## src/rtl/gmode_pkg.sv

```systemverilog
`timescale 1ns/1ps
package gmode_pkg;

    localparam int unsigned DW       = 16;
    localparam int unsigned NUM_REGS = 10;

    typedef logic [DW-1:0] word_t;

    typedef enum logic [3:0] {
        RS_ID   = 4'd0,
        RS_HRES = 4'd1,
        RS_VRES = 4'd2,
        RS_BPP  = 4'd3,
        RS_FLAG = 4'd4,
        RS_BANK = 4'd5,
        RS_VW   = 4'd6,
        RS_VH   = 4'd7,
        RS_XO   = 4'd8,
        RS_YO   = 4'd9,
        RS_NONE = 4'd15
    } reg_sel_e;

    localparam word_t REV_A = 16'hB0C0;
    localparam word_t REV_B = 16'hB0C1;
    localparam word_t REV_C = 16'hB0C2;

    localparam int unsigned ON_BIT   = 0;
    localparam int unsigned LIN_BIT  = 6;
    localparam int unsigned KEEP_BIT = 7;

    typedef struct packed {
        word_t ident;
        word_t hres;
        word_t vres;
        word_t bpp;
        logic  on;
        logic  linear;
        logic  keep;
        word_t bank;
        word_t vw;
        word_t vh;
        word_t xo;
        word_t yo;
    } mode_cfg_t;

    function automatic logic bpp_ok(word_t v);
        return (v == 16'd0) || (v == 16'd8) || (v == 16'd15) ||
               (v == 16'd16) || (v == 16'd24) || (v == 16'd32);
    endfunction

    function automatic logic [2:0] bytes_of(word_t bits);
        logic [2:0] b;
        case (bits)
            16'd15, 16'd16: b = 3'd2;
            16'd24:         b = 3'd3;
            16'd32:         b = 3'd4;
            default:        b = 3'd1;
        endcase
        return b;
    endfunction

    // Widest line that still leaves one full line in memory, clipped to a word
    function automatic word_t width_cap(int unsigned mem_log2, logic [2:0] bpb);
        logic [63:0] total;
        logic [63:0] per;
        total = 64'd1 << mem_log2;
        case (bpb)
            3'd2:    per = total >> 1;
            3'd3:    per = total / 64'd3;
            3'd4:    per = total >> 2;
            default: per = total;
        endcase
        return (per > 64'hFFFF) ? 16'hFFFF : per[DW-1:0];
    endfunction

    function automatic word_t flag_word(mode_cfg_t c);
        word_t w;
        w = '0;
        w[ON_BIT]   = c.on;
        w[LIN_BIT]  = c.linear;
        w[KEEP_BIT] = c.keep;
        return w;
    endfunction

endpackage

```

## src/rtl/gmode_host_port.sv

```systemverilog
`timescale 1ns/1ps
module gmode_host_port
    import gmode_pkg::*;
#(
    parameter int unsigned NREG = NUM_REGS
) (
    input  logic      clk,
    input  logic      rst,
    input  logic      wr,
    input  logic      port_idx,
    input  word_t     wdata,
    input  mode_cfg_t cfg,
    output logic      data_wr,
    output reg_sel_e  sel,
    output word_t     rdata
);

    word_t idx_q;
    word_t reg_val;

    always_ff @(posedge clk) begin
        if (rst) begin
            idx_q <= '0;
        end else if (wr && port_idx) begin
            idx_q <= wdata;
        end
    end

    assign data_wr = wr && !port_idx;

    always_comb begin
        if (idx_q < word_t'(NREG)) begin
            sel = reg_sel_e'(idx_q[3:0]);
        end else begin
            sel = RS_NONE;
        end
    end

    always_comb begin
        case (sel)
            RS_ID:   reg_val = cfg.ident;
            RS_HRES: reg_val = cfg.hres;
            RS_VRES: reg_val = cfg.vres;
            RS_BPP:  reg_val = cfg.bpp;
            RS_FLAG: reg_val = flag_word(cfg);
            RS_BANK: reg_val = cfg.bank;
            RS_VW:   reg_val = cfg.vw;
            RS_VH:   reg_val = cfg.vh;
            RS_XO:   reg_val = cfg.xo;
            RS_YO:   reg_val = cfg.yo;
            default: reg_val = '0;
        endcase
    end

    assign rdata = port_idx ? idx_q : reg_val;

    // the register number only moves on a selector-port write
    a_r2_idx_hold: assert property (@(posedge clk) disable iff (rst)
        !(wr && port_idx) |=> $stable(idx_q));

endmodule

```

## src/rtl/gmode_wr_check.sv

```systemverilog
`timescale 1ns/1ps
module gmode_wr_check
    import gmode_pkg::*;
#(
    parameter int unsigned MAX_HRES = 1024,
    parameter int unsigned MAX_VRES = 768,
    parameter int unsigned MEM_LOG2 = 22
) (
    input  reg_sel_e sel,
    input  word_t    wdata,
    input  logic     on,
    input  word_t    hres,
    input  word_t    bpp,
    output logic     legal,
    output word_t    nval,
    output word_t    hres_fit
);

    word_t cap;

    function automatic word_t fit_w(word_t w, word_t floor_w, word_t lim);
        word_t r;
        r = (w < floor_w) ? floor_w : w;
        if (r == '0) r = 16'd1;
        if (r > lim) r = lim;
        return r;
    endfunction

    assign cap      = width_cap(MEM_LOG2, bytes_of(bpp));
    assign hres_fit = fit_w(hres, hres, cap);

    always_comb begin
        legal = 1'b1;
        nval  = wdata;
        case (sel)
            RS_ID:   legal = (wdata == REV_A) || (wdata == REV_B) || (wdata == REV_C);
            RS_HRES: legal = !on && (wdata <= word_t'(MAX_HRES));
            RS_VRES: legal = !on && (wdata <= word_t'(MAX_VRES));
            RS_BPP: begin
                legal = !on && bpp_ok(wdata);
                nval  = (wdata == '0) ? 16'd8 : wdata;
            end
            RS_FLAG: begin
                nval           = '0;
                nval[ON_BIT]   = wdata[ON_BIT];
                nval[LIN_BIT]  = wdata[LIN_BIT];
                nval[KEEP_BIT] = wdata[KEEP_BIT];
            end
            RS_VW:   nval  = fit_w(wdata, hres, cap);
            RS_BANK, RS_XO, RS_YO: legal = 1'b1;
            default: legal = 1'b0;
        endcase
    end

    // an adjusted width never falls to zero
    always_comb begin
        if (sel == RS_VW) a_r9_width_nonzero: assert (nval != '0);
    end

endmodule

```

## src/rtl/gmode_height_div.sv

```systemverilog
`timescale 1ns/1ps
module gmode_height_div
    import gmode_pkg::*;
#(
    parameter int unsigned MEM_LOG2 = 22,
    parameter int unsigned WW       = DW
) (
    input  logic          clk,
    input  logic          rst,
    input  logic          start,
    input  logic [WW-1:0] width,
    input  logic [2:0]    bpb,
    output logic          done,
    output logic [WW-1:0] height
);

    localparam int unsigned QW = MEM_LOG2 + 1;
    localparam int unsigned VB = WW + 3;
    localparam int unsigned CW = $clog2(QW + 1);

    logic [VB-1:0] dvs;
    logic [VB-1:0] rem;
    logic [QW-1:0] quo;
    logic [CW-1:0] cnt;
    logic          busy;
    logic [VB:0]   trial;
    logic          ge;
    logic [VB-1:0] rem_n;

    always_comb begin
        trial = {rem, quo[QW-1]};
        ge    = trial >= {1'b0, dvs};
        rem_n = ge ? VB'(trial - {1'b0, dvs}) : trial[VB-1:0];
    end

    always_ff @(posedge clk) begin
        if (rst) begin
            dvs  <= '0;
            rem  <= '0;
            quo  <= '0;
            cnt  <= '0;
            busy <= 1'b0;
            done <= 1'b0;
        end else begin
            done <= 1'b0;
            if (start) begin
                dvs  <= VB'(width) * VB'(bpb);
                rem  <= '0;
                quo  <= QW'(1) << MEM_LOG2;
                cnt  <= CW'(QW);
                busy <= 1'b1;
            end else if (busy) begin
                rem <= rem_n;
                quo <= {quo[QW-2:0], ge};
                cnt <= cnt - 1'b1;
                if (cnt == CW'(1)) begin
                    busy <= 1'b0;
                    done <= 1'b1;
                end
            end
        end
    end

    generate
        if (QW > WW) begin : g_sat
            assign height = (|quo[QW-1:WW]) ? '1 : quo[WW-1:0];
        end else begin : g_wide
            assign height = WW'(quo);
        end
    endgenerate

    // a result is only announced at the end of a running division
    a_r10_done_after_busy: assert property (@(posedge clk) disable iff (rst)
        done |-> $past(busy));

    a_r10_cnt_range: assert property (@(posedge clk) disable iff (rst)
        cnt <= CW'(QW));

endmodule

```

## src/rtl/gmode_ctrl.sv

```systemverilog
`timescale 1ns/1ps
module gmode_ctrl
    import gmode_pkg::*;
#(
    parameter int unsigned MAX_HRES = 1024,
    parameter int unsigned MAX_VRES = 768,
    parameter int unsigned MEM_LOG2 = 22,
    parameter int unsigned RST_HRES = 640,
    parameter int unsigned RST_VRES = 480,
    parameter int unsigned RST_BPP  = 8
) (
    input  logic        clk,
    input  logic        rst,
    input  logic        host_wr,
    input  logic        host_port_idx,
    input  logic [15:0] host_wdata,
    output logic [15:0] host_rdata,
    output logic        err_pulse,
    output logic        clr_mem_pulse,
    output logic        mode_on,
    output logic        linear_fb,
    output logic        keep_mem,
    output logic [15:0] hres,
    output logic [15:0] vres,
    output logic [15:0] bpp,
    output logic [15:0] bank,
    output logic [15:0] virt_w,
    output logic [15:0] virt_h,
    output logic [15:0] x_off,
    output logic [15:0] y_off
);

    localparam mode_cfg_t RST_CFG = '{
        ident:  REV_C,
        hres:   word_t'(RST_HRES),
        vres:   word_t'(RST_VRES),
        bpp:    word_t'(RST_BPP),
        on:     1'b0,
        linear: 1'b0,
        keep:   1'b0,
        bank:   '0,
        vw:     '0,
        vh:     '0,
        xo:     '0,
        yo:     '0
    };

    mode_cfg_t cfg;
    logic      data_wr;
    reg_sel_e  sel;
    logic      legal;
    word_t     nval;
    word_t     hres_fit;
    logic      rising;
    logic      div_start;
    word_t     div_w;
    logic      div_done;
    word_t     div_h;
    logic      err_q;
    logic      clr_q;

    gmode_host_port #(.NREG(NUM_REGS)) u_port (
        .clk      (clk),
        .rst      (rst),
        .wr       (host_wr),
        .port_idx (host_port_idx),
        .wdata    (host_wdata),
        .cfg      (cfg),
        .data_wr  (data_wr),
        .sel      (sel),
        .rdata    (host_rdata)
    );

    gmode_wr_check #(
        .MAX_HRES (MAX_HRES),
        .MAX_VRES (MAX_VRES),
        .MEM_LOG2 (MEM_LOG2)
    ) u_check (
        .sel      (sel),
        .wdata    (host_wdata),
        .on       (cfg.on),
        .hres     (cfg.hres),
        .bpp      (cfg.bpp),
        .legal    (legal),
        .nval     (nval),
        .hres_fit (hres_fit)
    );

    assign rising    = data_wr && legal && (sel == RS_FLAG) && nval[ON_BIT] && !cfg.on;
    assign div_start = (data_wr && legal && (sel == RS_VW)) || rising;
    assign div_w     = rising ? hres_fit : nval;

    gmode_height_div #(
        .MEM_LOG2 (MEM_LOG2),
        .WW       (DW)
    ) u_div (
        .clk    (clk),
        .rst    (rst),
        .start  (div_start),
        .width  (div_w),
        .bpb    (bytes_of(cfg.bpp)),
        .done   (div_done),
        .height (div_h)
    );

    always_ff @(posedge clk) begin
        if (rst) begin
            cfg   <= RST_CFG;
            err_q <= 1'b0;
            clr_q <= 1'b0;
        end else begin
            err_q <= data_wr && !legal;
            clr_q <= 1'b0;
            if (div_done) cfg.vh <= div_h;
            if (data_wr && legal) begin
                case (sel)
                    RS_ID:   cfg.ident <= nval;
                    RS_HRES: cfg.hres  <= nval;
                    RS_VRES: cfg.vres  <= nval;
                    RS_BPP:  cfg.bpp   <= nval;
                    RS_FLAG: begin
                        cfg.on     <= nval[ON_BIT];
                        cfg.linear <= nval[LIN_BIT];
                        cfg.keep   <= nval[KEEP_BIT];
                        if (rising) begin
                            cfg.vw <= hres_fit;
                            clr_q  <= !nval[KEEP_BIT];
                        end
                    end
                    RS_BANK: cfg.bank <= nval;
                    RS_VW:   cfg.vw   <= nval;
                    RS_XO:   cfg.xo   <= nval;
                    RS_YO:   cfg.yo   <= nval;
                    default: ;
                endcase
            end
        end
    end

    assign err_pulse     = err_q;
    assign clr_mem_pulse = clr_q;
    assign mode_on       = cfg.on;
    assign linear_fb     = cfg.linear;
    assign keep_mem      = cfg.keep;
    assign hres          = cfg.hres;
    assign vres          = cfg.vres;
    assign bpp           = cfg.bpp;
    assign bank          = cfg.bank;
    assign virt_w        = cfg.vw;
    assign virt_h        = cfg.vh;
    assign x_off         = cfg.xo;
    assign y_off         = cfg.yo;

    a_r4_hres_cap: assert property (@(posedge clk) disable iff (rst)
        hres <= 16'(MAX_HRES));

    a_r4_vres_cap: assert property (@(posedge clk) disable iff (rst)
        vres <= 16'(MAX_VRES));

    a_r5_bpp_set: assert property (@(posedge clk) disable iff (rst)
        (bpp == 16'd8) || (bpp == 16'd15) || (bpp == 16'd16) ||
        (bpp == 16'd24) || (bpp == 16'd32));

    a_r6_geom_locked: assert property (@(posedge clk) disable iff (rst)
        (mode_on && $past(mode_on)) |-> ($stable(hres) && $stable(vres) && $stable(bpp)));

    a_r8_clr_on_rise: assert property (@(posedge clk) disable iff (rst)
        clr_mem_pulse |-> (mode_on && !$past(mode_on)));

    a_r14_err_from_write: assert property (@(posedge clk) disable iff (rst)
        err_pulse |-> ($past(host_wr) && !$past(host_port_idx)));

endmodule

```

## config.mk

```make
export PLATFORM = sky130hd
export DESIGN_NAME = gmode_ctrl
export DESIGN_NICKNAME = d
export VERILOG_FILES = /design/src/rtl/gmode_pkg.sv /design/src/rtl/gmode_host_port.sv /design/src/rtl/gmode_wr_check.sv /design/src/rtl/gmode_height_div.sv /design/src/rtl/gmode_ctrl.sv
export SDC_FILE = /design/constraint.sdc
export NUM_CORES = 1
export LEC_CHECK = 0
export BUFFER_PORTS_ARGS = -buffer_cell sky130_fd_sc_hd__buf_2
export CELL_PAD_IN_SITES_DETAIL_PLACEMENT = 0
export CELL_PAD_IN_SITES_GLOBAL_PLACEMENT = 1
export CORE_MARGIN = 10
export CORE_UTILIZATION = 42
export CTS_BUF_LIST = sky130_fd_sc_hd__clkbuf_8
export DETAILED_ROUTE_END_ITERATION = 12
export GPL_TIMING_DRIVEN = 0
export PLACE_DENSITY = 0.89
export SKIP_CTS_REPAIR_TIMING = 1
export SYNTH_ARGS = -nofsm -noshare
export SYNTH_HDL_FRONTEND = slang
export SYNTH_SLANG_ARGS = --single-unit
```

## constraint.sdc

```tcl
create_clock -name clk -period 8.25 [get_ports clk]
set_input_delay 0.825 -clock clk [delete_from_list [all_inputs] [get_ports clk]]
set_output_delay 0.825 -clock clk [all_outputs]
set_load 0.02 [all_outputs]
```

* After elaboration in Yosys (flattened, before gate mapping)
Index checks and enable logic that the tools add are counted.
Word-level totals: output and inout port bits 149, logic and storage cells 136, register bits 233
Cells by class: bitwise logic cells 4, order comparisons 8, $add $sub $neg 2, reduce and logical (&&, ||, !) cells 44, eq/ne operators 26, $mul 1, muxes and demuxes 28
Operator list (number):
- two-way mux 16 bit | 12
- one-hot mux 16 bit (10 select lines) | 1
- one-hot mux 23 bit (3 select lines) | 1
- equality test 16 x 5 -> 1 bit (second input constant) | 4
- equality test 16 bit (second input constant) | 3
- equality test 16 x 4 -> 1 bit (second input constant) | 3
- logical NOT 16 bit | 3
- one-hot mux 16 bit (3 select lines) | 1
- two-way mux 23 bit | 2
- equality test 16 x 6 -> 1 bit (second input constant) | 2
- > comparator 16 bit | 2
- one-hot mux 16 bit (2 select lines) | 1
- > comparator 23 x 16 -> 1 bit (second input constant) | 1
- >= comparator 20 x 19 -> 1 bit | 1
- multiplier 16 x 3 -> 19 bit | 1
- two-way mux 19 bit | 1
- subtractor 19 bit | 1
- equality test 4 x 3 -> 1 bit (second input constant) | 4
- <= comparator 16 x 10 -> 1 bit (second input constant) | 1
- <= comparator 16 x 11 -> 1 bit (second input constant) | 1
- less-than comparator 16 bit | 1
- less-than comparator 16 x 4 -> 1 bit (second input constant) | 1
- AND reduction 2 bit | 8
- logical AND 1 bit | 11
- other kinds (24) | 46

* Depth between registers and ports, before layout
Gate-level depths: netlist of the first run.
depth after elaboration 14, mapped depth 32, mapped depth without buffers 27

* Modules after synthesis
Synthesis of the first run repeated with hierarchy kept, for this count alone.
Second synthesis, totals: cell total of the unflattened synthesis 2076, area, all modules 16693.5 um^2
Modules (own cells, without submodules):
- gmode_ctrl | sequential area each 2982.9 um^2, area an instance 7322.0 um^2, cells each 849, instances 1
- gmode_height_div | sequential area each 1361.3 um^2, area an instance 5228.8 um^2, cells each 652, instances 1
- gmode_host_port | sequential area each 320.3 um^2, area an instance 2163.3 um^2, cells each 288, instances 1
- gmode_wr_check | sequential area each 0.0 um^2, area an instance 1979.4 um^2, cells each 287, instances 1

* Least setup slack after synthesis of the first run
Ideal clock, no wire load.
path type input-to-reg, start in host_wdata[11], end reg u_div.dvs[18], stages on the path 29, setup slack 0.405 ns, arrival time 7.705 ns, path buffers 4, cell sequence ha_1 -> a21oi_1 -> o21ai_0 -> a2111oi_2 -> o31a_1 -> buf_2 -> buf_1 -> buf_1 -> mux2_2 -> ha_1 -> nand4_1 -> nor3_1 -> a2111o_1 -> and3_1 -> buf_1 -> a211oi_2 -> a21oi_1 -> and2_1 -> fa_1 -> ha_1 -> fa_1 -> a21oi_1 -> o21ai_0 -> o22ai_1 -> a21oi_1 -> a211oi_1 -> nor2b_1 -> nor4_1 -> a2111oi_0
Between the ends: longest elaborated chain between the ends 14, elaborated cells on any way between the ends 39
Ends and longest elaborated chain:
- start, declared | RTL line gmode_ctrl.sv:16 | input logic [15:0] host_wdata,
- branches (longest 14 deep; another with multiplier 16 x 3 -> 19 bit)
- end signal, assigned | RTL line gmode_height_div.sv:47 | dvs <= VB'(width) * VB'(bpb);
- end, declared | RTL line gmode_height_div.sv:21 | logic [VB-1:0] dvs;
Parallel ways; which one is timed is not known. The select of a mux whose other input is x is not followed. A chain may end at the register's enable or synchronous reset.

* Final worst setup path of the first run
start reg, netlist name hres[7], end reg u_div.dvs[17]
Between the ends: longest elaborated chain between the ends 12, elaborated cells on any way between the ends 17
Ends and longest elaborated chain:
- less-than comparator 16 bit | RTL line gmode_wr_check.sv:23 | r = (w < floor_w) ? floor_w : w;
- two-way mux 16 bit | RTL line gmode_wr_check.sv:23
- logical NOT 16 bit | RTL line gmode_wr_check.sv:24 | if (r == '0) r = 16'd1;
- two-way mux 16 bit | RTL line gmode_wr_check.sv:24
- two-way mux 16 bit | RTL line gmode_wr_check.sv:35 | case (sel)
- > comparator 16 bit | RTL line gmode_wr_check.sv:25 | if (r > lim) r = lim;
- two-way mux 16 bit | RTL line gmode_wr_check.sv:25
- one-hot mux 16 bit (3 select lines) | RTL line gmode_wr_check.sv:35
- logical AND 1 bit (2 in a row) | RTL line gmode_ctrl.sv:89 | assign rising = data_wr && legal && (sel == RS_FLAG) && nval[ON_BIT] && !cfg.on;
- two-way mux 16 bit | RTL line gmode_ctrl.sv:91 | assign div_w = rising ? hres_fit : nval;
- multiplier 16 x 3 -> 19 bit | RTL line gmode_height_div.sv:47
Parallel ways exist; a longest one is shown, timed or not. The select of a mux whose other input is x is not followed.

==> impl_metrics.ini, run 1 <==
[drt]
route.met2.wl_mm = 24.96
vias = 14640
top_layer_used = met5
m1WireLength_mm = 23.56
wl_per_cell_um = 22.56
drt-total-wl_mm = 56.97
dr_wl_met3_mm = 5.497
drc = 0
viasPerCell = 5.800
first_pass_iters = 6
antenna_left = 0
drtIter0Drc = 1473

[logic_synthesis]
synth.distinct_cells = 80
synth_edf_count = 0
synth-seq-cells = 233
ys_seq_area_share_pct = 31.56
synthCells = 1775
synthArstFlopShare_pct = 0
ys.flop_type = dfxtp_1
syn_area_um2 = 14780
yosys_warnings = 0
avgSynthCellArea_um2 = 8.326

[setup_path]
reg2reg_depth = 29
cp-end-kind = flip-flop
cp_data_arrival_time_ps = 8520
crit_family = compound AO/OA/AOI/OAI gates
critPathMostFrequentCell = ha_1
criticalPathCategory = reg -> reg
cpPeakStageDelay_ps = 700
crit_buf_inv = 6
critPathRequiredTime_ps = 8720
cp.depth = 29
crit_fanout = 10
start_kind = flip-flop
worst_path_max_delay_cell = a211oi_4

[floorplanning]
dieArea_um2 = 43090
die_height_um = 207.6
initial_utilization_pct = 42.68
rows = 68
core_area_um2 = 34630
die_w_um = 207.6
ios = 169

[outcome]
status = finished, final reports clean

[clock_network]
clock-sinks = 233
root_buffer = clkbuf_8
cts_tree = done
clk_pin_slew_worst_paths_ps = 70
htreeDepth = 2
cts-buffers-inserted = 44
insertion_delay_ps = 630
cts.path.max_buffers = 3

[sta]
worst_pin_slew_ps = 1353
fin_ws_ps = 208.3
final-hold-violation-count = 0
clock_skew_ps = 44.86
period_share_pct = 97.48
max_freq_mhz = 124.4
timing.final.max_slew_violations = 0
timing.final.crit_period_ps = 8042
finalSetupViolCount = 0
slew_headroom_pct = 9.274

[placement]
gp_congestion = 0.9916
dp_hpwl_mm = 43.87
postPlaceCellArea_um2 = 16350
place_worst_setup_slack_ps = -1545
io_buffers = 167

[global_routing]
antenna_found_initial = 5
grt_first_pass_wirelength_mm = 85.27
gr-total-overflow = 0
grt_pass1_vias = 14200
track_usage_pct = 25.09
grt_max_degree = 12

[min_path]
hold_path_depth = 1
hp-class = reg -> reg

[job]
max_cap_violations = 0

[pwr]
p_per_area_nw_per_um2 = 152.0
leakagePower_nw = 7.607
ir_drop_mv = 0.1197

[finish]
final_area_um2 = 17520
area_growth_pct = 18.54
final_common_cell = dfxtp_1
utilization_pct = 50.59
final_cell_mix = dfxtp_1 (228), nand2_1 (178), buf_2 (176)
nets = 2154
final_layout_size_suffix_gt1_share_pct = 24.04
==> path summary, 6_finish.rpt <==
kind,from,to,slack (ps)
max,hres[7],u_div.dvs[17],210
min,cfg[146],cfg[146],450
max reg2reg,hres[7],u_div.dvs[17],210
min reg2reg,cfg[146],cfg[146],450
==> routing by layer <==
metal | up-vias | global-route usage (%)
met5 | - | 0
met4 | 4 | 12.52
met3 | 181 | 5.776
met2 | 795 | 38.90
met1 | 6867 | 32.03
li1 | 6797 | -
==> cells in the mapped netlist, types with 6 or more instances <==
cell type	n	share of area (%)
dfxtp_1	233	32
nand2_1	178	4.5
nor2_1	153	3.9
buf_4	129	6.6
a21oi_1	102	3.5
clkbuf_1	102	2.6
ha_1	86	7.3
a211oi_1	80	4.1
inv_1	76	1.9
o21ai_0	53	1.8
nor3_1	48	1.6
mux2i_1	41	2.8
and2_1	37	1.6
mux2_2	35	2.7
nand4_1	33	1.4
nand3_1	21	0.71
a222oi_1	18	1.2
xnor2_1	18	1.1
a221oi_1	16	0.95
fa_1	16	2.2
o221a_2	16	1.2
o221ai_1	16	0.95
a22o_1	15	0.89
and3_1	14	0.59
nand2b_1	14	0.59
nor4_1	14	0.59
or3_1	14	0.59
o21a_1	12	0.61
nor2b_1	11	0.47
or2_2	11	0.47
a21o_1	10	0.51
a22oi_1	8	0.41
buf_1	7	0.18
o211ai_1	7	0.36
xor2_1	7	0.41
a31oi_1	6	0.25
buf_2	6	0.20
or4_1	6	0.30
==> through the flow <==
step	setup TNS (ps)	power [mW]	instances	hold slack, ps
detailed placement	-14910	1.446	2431	433.5
floorplan	0	1.341	1805	416.0
global placement	-19640	1.439	2427	427.3
finish	0	2.662	2525	450.0
CTS	-11560	2.651	2512	450.2
global route	-110.9	2.739	2522	475.3
==> cell type report <==
type,count,area (um^2)
flip-flops and latches,233,4673
fillers,3356,17110
inverters,76,285.3
diodes,3,7.507
clock inverters,22,130.1
plain buffers,244,1426
repair buffers,181,942.2
well taps,455,569.3
multi-input cells,1252,8673
clock buffers,59,812.0
==> logic make-up (layout without fill, tap and decap cells) <==
kind of cell | after synthesis | count (layout) | synth area share [%]
mux | 76 | 76 | 5.444
simple gates | 585 | 585 | 19.32
other cells | 2 | 35 | 0.05081
compound gates | 432 | 432 | 21.24
flops | 233 | 233 | 31.56
fa+ha+maj | 102 | 102 | 9.448
buf+inv | 320 | 582 | 11.45
xor+xnor | 25 | 25 | 1.482
==> where the power goes <==
| part | switching (mW) | total (mW) | leakage (nW) | internal [mW] |
|---|---|---|---|---|
| Sequential | 0.00501 | 1.14 | 1.88 | 1.13 |
| Combinational | 0.208 | 0.309 | 5.20 | 0.101 |
| Clock | 0.546 | 1.22 | 0.529 | 0.672 |
==> registers in the layout (all words and copies together), names as in the netlist, 5 cells and up <==
signal / flops
u_div.rem: 19
bpp: 16
u_port.idx_q: 16
y_off: 16
u_div.cnt: 5
x_off: 16
hres: 16
virt_w: 16
vres: 16
u_div.quo: 23
u_div.dvs: 19
virt_h: 16
bank: 16
cfg: 16
No activity file was read; power rests on OpenSTA's default activity.
==> run 2: changes to the inputs <==
--- a/config.mk
+++ b/config.mk
@@ -5,9 +5,10 @@
 export SDC_FILE = /design/constraint.sdc
 export NUM_CORES = 1
 export LEC_CHECK = 0
-export BUFFER_PORTS_ARGS = -buffer_cell sky130_fd_sc_hd__buf_2
+export BUFFER_PORTS_ARGS = -buffer_cell sky130_fd_sc_hd__buf_4
 export CELL_PAD_IN_SITES_DETAIL_PLACEMENT = 0
 export CELL_PAD_IN_SITES_GLOBAL_PLACEMENT = 1
+export CORE_ASPECT_RATIO = 0.6
 export CORE_MARGIN = 10
 export CORE_UTILIZATION = 42
 export CTS_BUF_LIST = sky130_fd_sc_hd__clkbuf_8
==> run 2 against run 1 <==
  * Critical path depth is the same
  * Fmax down 0.77%
  * Hold slack improved by 3.5 ps
  * Worst setup slack worse by 63 ps
  * Die area up 0.57%
  * Combinational power is 3% higher
  * Non-clock buffer count is the same
  * Core utilization is 0.47 points higher
  * Register-to-register slack worse by 60 ps
  * Cell area rose by 1.7%
  * Power down 2.9%
  * Critical endpoint is now u_div.dvs[18]
  * Largest power group is now registers
  * Highest routed layer unchanged
==> impl_metrics.ini, run 2 (synthesis gave the netlist of run 1 again) <==
[finish]
nFillCells = 3398
multi_input_area_um2 = 8653
area_growth_pct = 20.52
finalNonFillerCells = 2521
final_cell_mix = buf_4 (308), dfxtp_1 (228), nand2_1 (178)
largest_register = u_div.quo
largest_reg_flops = 23
final_layout_size_suffix_gt1_share_pct = 23.48
seq_area_um2 = 4676
final_common_cell = buf_4
reg_top3 = u_div.quo (23), u_div.dvs (19), u_div.rem (19)
nets = 2148

[global_routing]
grt_pass1_vias = 14050
track_usage_pct = 27.04
grt_first_pass_wirelength_mm = 88.61
antenna_found_initial = 4
grt_max_degree = 12
gr-total-overflow = 0

[drt]
wl_per_cell_um = 24.25
viasPerCell = 5.965
vias = 15040
drc = 0
drtIter0Drc = 1966
antenna_left = 0
first_pass_iters = 7
drt-total-wl_mm = 61.14

[clock_network]
root_buffer = clkbuf_8
cts_tree = done
clock-sinks = 233
insertion_delay_ps = 600
cts-buffers-inserted = 38
cts.path.max_buffers = 3
htreeDepth = 2
clk_pin_slew_worst_paths_ps = 80

[floorplanning]
die_w_um = 262.2
die_height_um = 165.3
ios = 169
core_area_um2 = 34880
rows = 53
initial_utilization_pct = 42.37
dieArea_um2 = 43340

[setup_path]
cp-end-kind = flip-flop
critPathRequiredTime_ps = 8680
cp_data_arrival_time_ps = 8530
crit_fanout = 10
start_kind = flip-flop
cpPeakStageDelay_ps = 600
worst_path_max_delay_cell = dfxtp_2
criticalPathCategory = reg -> reg

[sta]
fin_ws_ps = 145.8
timing.final.max_slew_violations = 0
clock_skew_ps = 32.01
timing.final.crit_period_ps = 8104
finalSetupTns_ps = 0
final-hold-violation-count = 0
finalSetupViolCount = 0
max_freq_mhz = 123.4
slew_headroom_pct = 9.015
timing.hold.ws_ps = 453.5
worst_pin_slew_ps = 1353
period_share_pct = 98.23

[pwr]
swShare_pct = 29.20
seqPwrFrac_pct = 43.9
power_frac_clock_pct = 43.7
p_per_area_nw_per_um2 = 145.1
finalPower_mw = 2.584
ir_drop_mv = 0.08305
p_int_mw = 1.829
leakagePower_nw = 7.559
switchingPower_uw = 754.6
combPwrFrac_pct = 12.3

[placement]
dp_hpwl_mm = 47.69
gp_congestion = 0.9762
dp_cells = 2444
place_worst_setup_slack_ps = -2014
io_buffers = 167

[job]
max_cap_violations = 0

[outcome]
status = finished, final reports clean

[min_path]
hp-class = reg -> reg
==> run 2: changes by cell type in the layout (fill, tap and decap cells not counted), moves of 3 or more <==
cell / before / now
buf_2: 176 / 8
buf_4: 141 / 308
clkbuf_8: 59 / 45
clkbuf_4: 2 / 5
clkinv_2: 7 / 4
==> run 2: routing by layer <==
metal / routed length [um] / part of all wire [%] / vias to the layer above / GRT usage (%)
met5: 13 / 0.021 / - / 0
met1: 27460 / 45 / 7211 / 39.52
met2: 23640 / 39 / 926 / 36.44
met4: 1465 / 2.4 / 2 / 7.390
li1: - / - / 6768 / -
met3: 8566 / 14 / 130 / 9.197
==> run 2: worst max-delay path, delay by kind of cell, from the launching register on <==
family | cells | cell delay [ps]
buffers and inverters | 5 | 1090
flip-flops | 1 | 600
AO/OA/AOI/OAI | 13 | 3150
AND/OR/NAND/NOR | 5 | 910
multiplexers | 1 | 360
adder cells (fa/ha/maj) | 5 | 1790
==> run 2: power groups by stage <==
stage	clock [mW]	combinational (mW)	sequential [mW]
finish	1.13	0.319	1.13
global route	1.17	0.337	1.13
floorplan	0	0.182	1.16
CTS	1.12	0.298	1.14
global placement	0	0.290	1.16
detailed placement	0	0.297	1.16
==> run 2: area by class of cell <==
type,instances,share of cell area [%]
Sequential cell,233,26.25
Tap cell,467,3.280
Clock inverter,22,1.068
Clock buffer,45,3.477
Inverter,76,1.602
Antenna cell,1,0.01405
Timing Repair Buffer,181,7.600
Multi-Input combinational cell,1252,48.58
Buffer,244,8.127
==> run 2: per-stage QoR <==
step	utilization, %	area (um^2)
final	51.07	17810
after global routing	51.07	17810
after CTS	50.43	17590
after detailed placement	48.11	16780
after global placement	47.96	16730
after floorplan	-	14890
==> run 2: path summary, 6_finish.rpt <==
path         startpoint       endpoint  slack, ps  cells past startpoint
min            cfg[138]       cfg[138]        450                      1
max            hres[14]  u_div.dvs[18]        150                     29
min reg2reg    cfg[138]       cfg[138]        450                      1
max reg2reg    hres[14]  u_div.dvs[18]        150                     29
==> run 3: changes to the inputs <==
--- a/config.mk
+++ b/config.mk
@@ -10,11 +10,11 @@
 export CELL_PAD_IN_SITES_GLOBAL_PLACEMENT = 1
 export CORE_ASPECT_RATIO = 0.6
 export CORE_MARGIN = 10
-export CORE_UTILIZATION = 42
+export CORE_UTILIZATION = 43
 export CTS_BUF_LIST = sky130_fd_sc_hd__clkbuf_8
 export DETAILED_ROUTE_END_ITERATION = 12
 export GPL_TIMING_DRIVEN = 0
-export PLACE_DENSITY = 0.89
+export PLACE_DENSITY = 0.87
 export SKIP_CTS_REPAIR_TIMING = 1
 export SYNTH_ARGS = -nofsm -noshare
 export SYNTH_HDL_FRONTEND = slang
==> constraint.sdc (replaced) <==
create_clock -name clk -period 8.13 [get_ports clk]
set_input_delay 0.813 -clock clk [delete_from_list [all_inputs] [get_ports clk]]
set_output_delay 0.813 -clock clk [all_outputs]
set_load 0.02 [all_outputs]
==> run 3 against run 2 <==
  * Global-route usage up 0.39 points
  * Fmax up 1.5%
  * Critical path depth up 1
  * Routed wire length about the same
  * Combinational power up 3%
  * Non-clock buffer count down 2
  * Sequential power about the same
==> impl_metrics.ini, run 3 (synthesis gave the netlist of run 1 again) <==
[drt]
viasPerCell = 5.986
antenna_left = 0
vias = 15030
drt-total-wl_mm = 61.12
first_pass_iters = 11
wl_per_cell_um = 24.34
drc = 0
drtIter0Drc = 1820

[clock_network]
clk_pin_slew_worst_paths_ps = 60
clock-sinks = 233
htreeDepth = 2
cts-buffers-inserted = 39
cts_tree = done
insertion_delay_ps = 600
cts.path.max_buffers = 3
root_buffer = clkbuf_8

[sta]
max_freq_mhz = 125.3
timing.final.max_slew_violations = 0
fin_ws_ps = 148.2
timing.final.crit_period_ps = 7982
finalSetupTns_ps = 0
timing.hold.ws_ps = 451.3
final-hold-violation-count = 0
slew_headroom_pct = 11.24
clock_skew_ps = 36.35
period_share_pct = 98.18
worst_pin_slew_ps = 1320
finalSetupViolCount = 0

[pwr]
ir_drop_mv = 0.1101
p_per_area_nw_per_um2 = 144.7
finalPower_mw = 2.571
leakagePower_nw = 7.537

[finish]
final_cell_mix = buf_4 (310), dfxtp_1 (228), nand2_1 (177)
largest_register = u_div.quo
nets = 2147
final_area_um2 = 17770
reg_top3 = u_div.quo (23), u_div.dvs (19), u_div.rem (19)
final_layout_size_suffix_gt1_share_pct = 23.55
largest_reg_flops = 23
final_common_cell = buf_4
area_growth_pct = 20.25

[global_routing]
antenna_found_initial = 2
grt_pass1_vias = 13830
gr-total-overflow = 0
track_usage_pct = 27.42
grt_first_pass_wirelength_mm = 88.76
grt_max_degree = 12

[floorplanning]
core_area_um2 = 33830
die_w_um = 259.3
ios = 169
rows = 52
dieArea_um2 = 42430
die_height_um = 163.6
initial_utilization_pct = 43.68

[min_path]
hold_path_depth = 1
hp-class = reg -> reg
hp-start = cfg[143]
min_to = cfg[143]

[placement]
postPlaceCellArea_um2 = 16770
dp_hpwl_mm = 47.54
place_worst_setup_slack_ps = -2220
gp_congestion = 0.9982
io_buffers = 167

[setup_path]
reg2reg_depth = 30
criticalPathCategory = reg -> reg
worst_path_max_delay_cell = a211oi_4
cp-end-kind = flip-flop
reg2reg_from = hres[6]
cpPeakStageDelay_ps = 660
r2r_slack_ps = 150
r2r_end = u_div.dvs[16]
critPathRequiredTime_ps = 8620
crit_fanout = 10
start_kind = flip-flop
cp_data_arrival_time_ps = 8470

[job]
max_cap_violations = 0

[outcome]
status = finished, final reports clean
run 3: cell count changes in the layout (fill, tap and decap cells not counted), moves of 2 or more:
cell / delta
a2111oi_0: -2
a2111oi_1: +2
buf_4: +2
bufinv_16: -2
clkbuf_4: -2
dfxtp_2: -2
dfxtp_4: +2
run 3: how the worst max path moves through the flow:
stage | start | endpoint | slack [ps]
floorplan | host_wdata[11] | u_div.dvs[18] | 300
global placement | hres[9] | u_div.dvs[17] | -2400
detailed placement | hres[9] | u_div.dvs[18] | -2220
CTS | hres[9] | u_div.dvs[18] | -2250
global route | hres[9] | u_div.dvs[18] | -50
finish | hres[6] | u_div.dvs[16] | 150
run 3: area by class of cell:
class / instances / area, um^2
Fill cell: 3235 / 16060
Multi-Input combinational cell: 1252 / 8667
Sequential cell: 233 / 4681
Buffer: 244 / 1451
Timing Repair Buffer: 179 / 1341
Clock buffer: 46 / 633.1
Tap cell: 459 / 574.3
Inverter: 76 / 285.3
Clock inverter: 21 / 136.4
Antenna cell: 1 / 2.502
run 3: power breakdown:
| part | internal (mW) | leakage, nW | switching [mW] | total, mW |
|---|---|---|---|---|
| combinational | 0.107 | 5.22 | 0.221 | 0.328 |
| sequential | 1.15 | 1.88 | 0.00593 | 1.15 |
| clock | 0.552 | 0.437 | 0.540 | 1.09 |
| total | 1.80 | 7.54 | 0.767 | 2.57 |
run 3: routing by layer:
| metal | vias up | share of wire [%] | global-route usage, % |
|---|---|---|---|
| met5 | - | 0 | 0 |
| met4 | 0 | 2.5 | 7.307 |
| met3 | 116 | 13 | 8.399 |
| met2 | 904 | 38 | 36.25 |
| met1 | 7255 | 46 | 41.22 |
| li1 | 6756 | - | - |
run 3: stage by stage:
stage          util (%)  std cells
2_1_floorplan         -       1805
3_3_place_gp      49.42       2431
3_5_place_dp      49.57       2435
4_1_cts           51.84       2502
5_1_grt           52.52       2510
6_report          52.53       2511
run 3: critical path: cells and delay by family, from the launching register on:
kind / cells / cell delay [ps]
buffers and inverters: 8 / 1510
XOR/XNOR: 1 / 120
multiplexers: 1 / 360
adder cells (fa/ha/maj): 4 / 1190
AND/OR/NAND/NOR: 4 / 770
AO/OA/AOI/OAI: 12 / 3560
flip-flops: 1 / 330
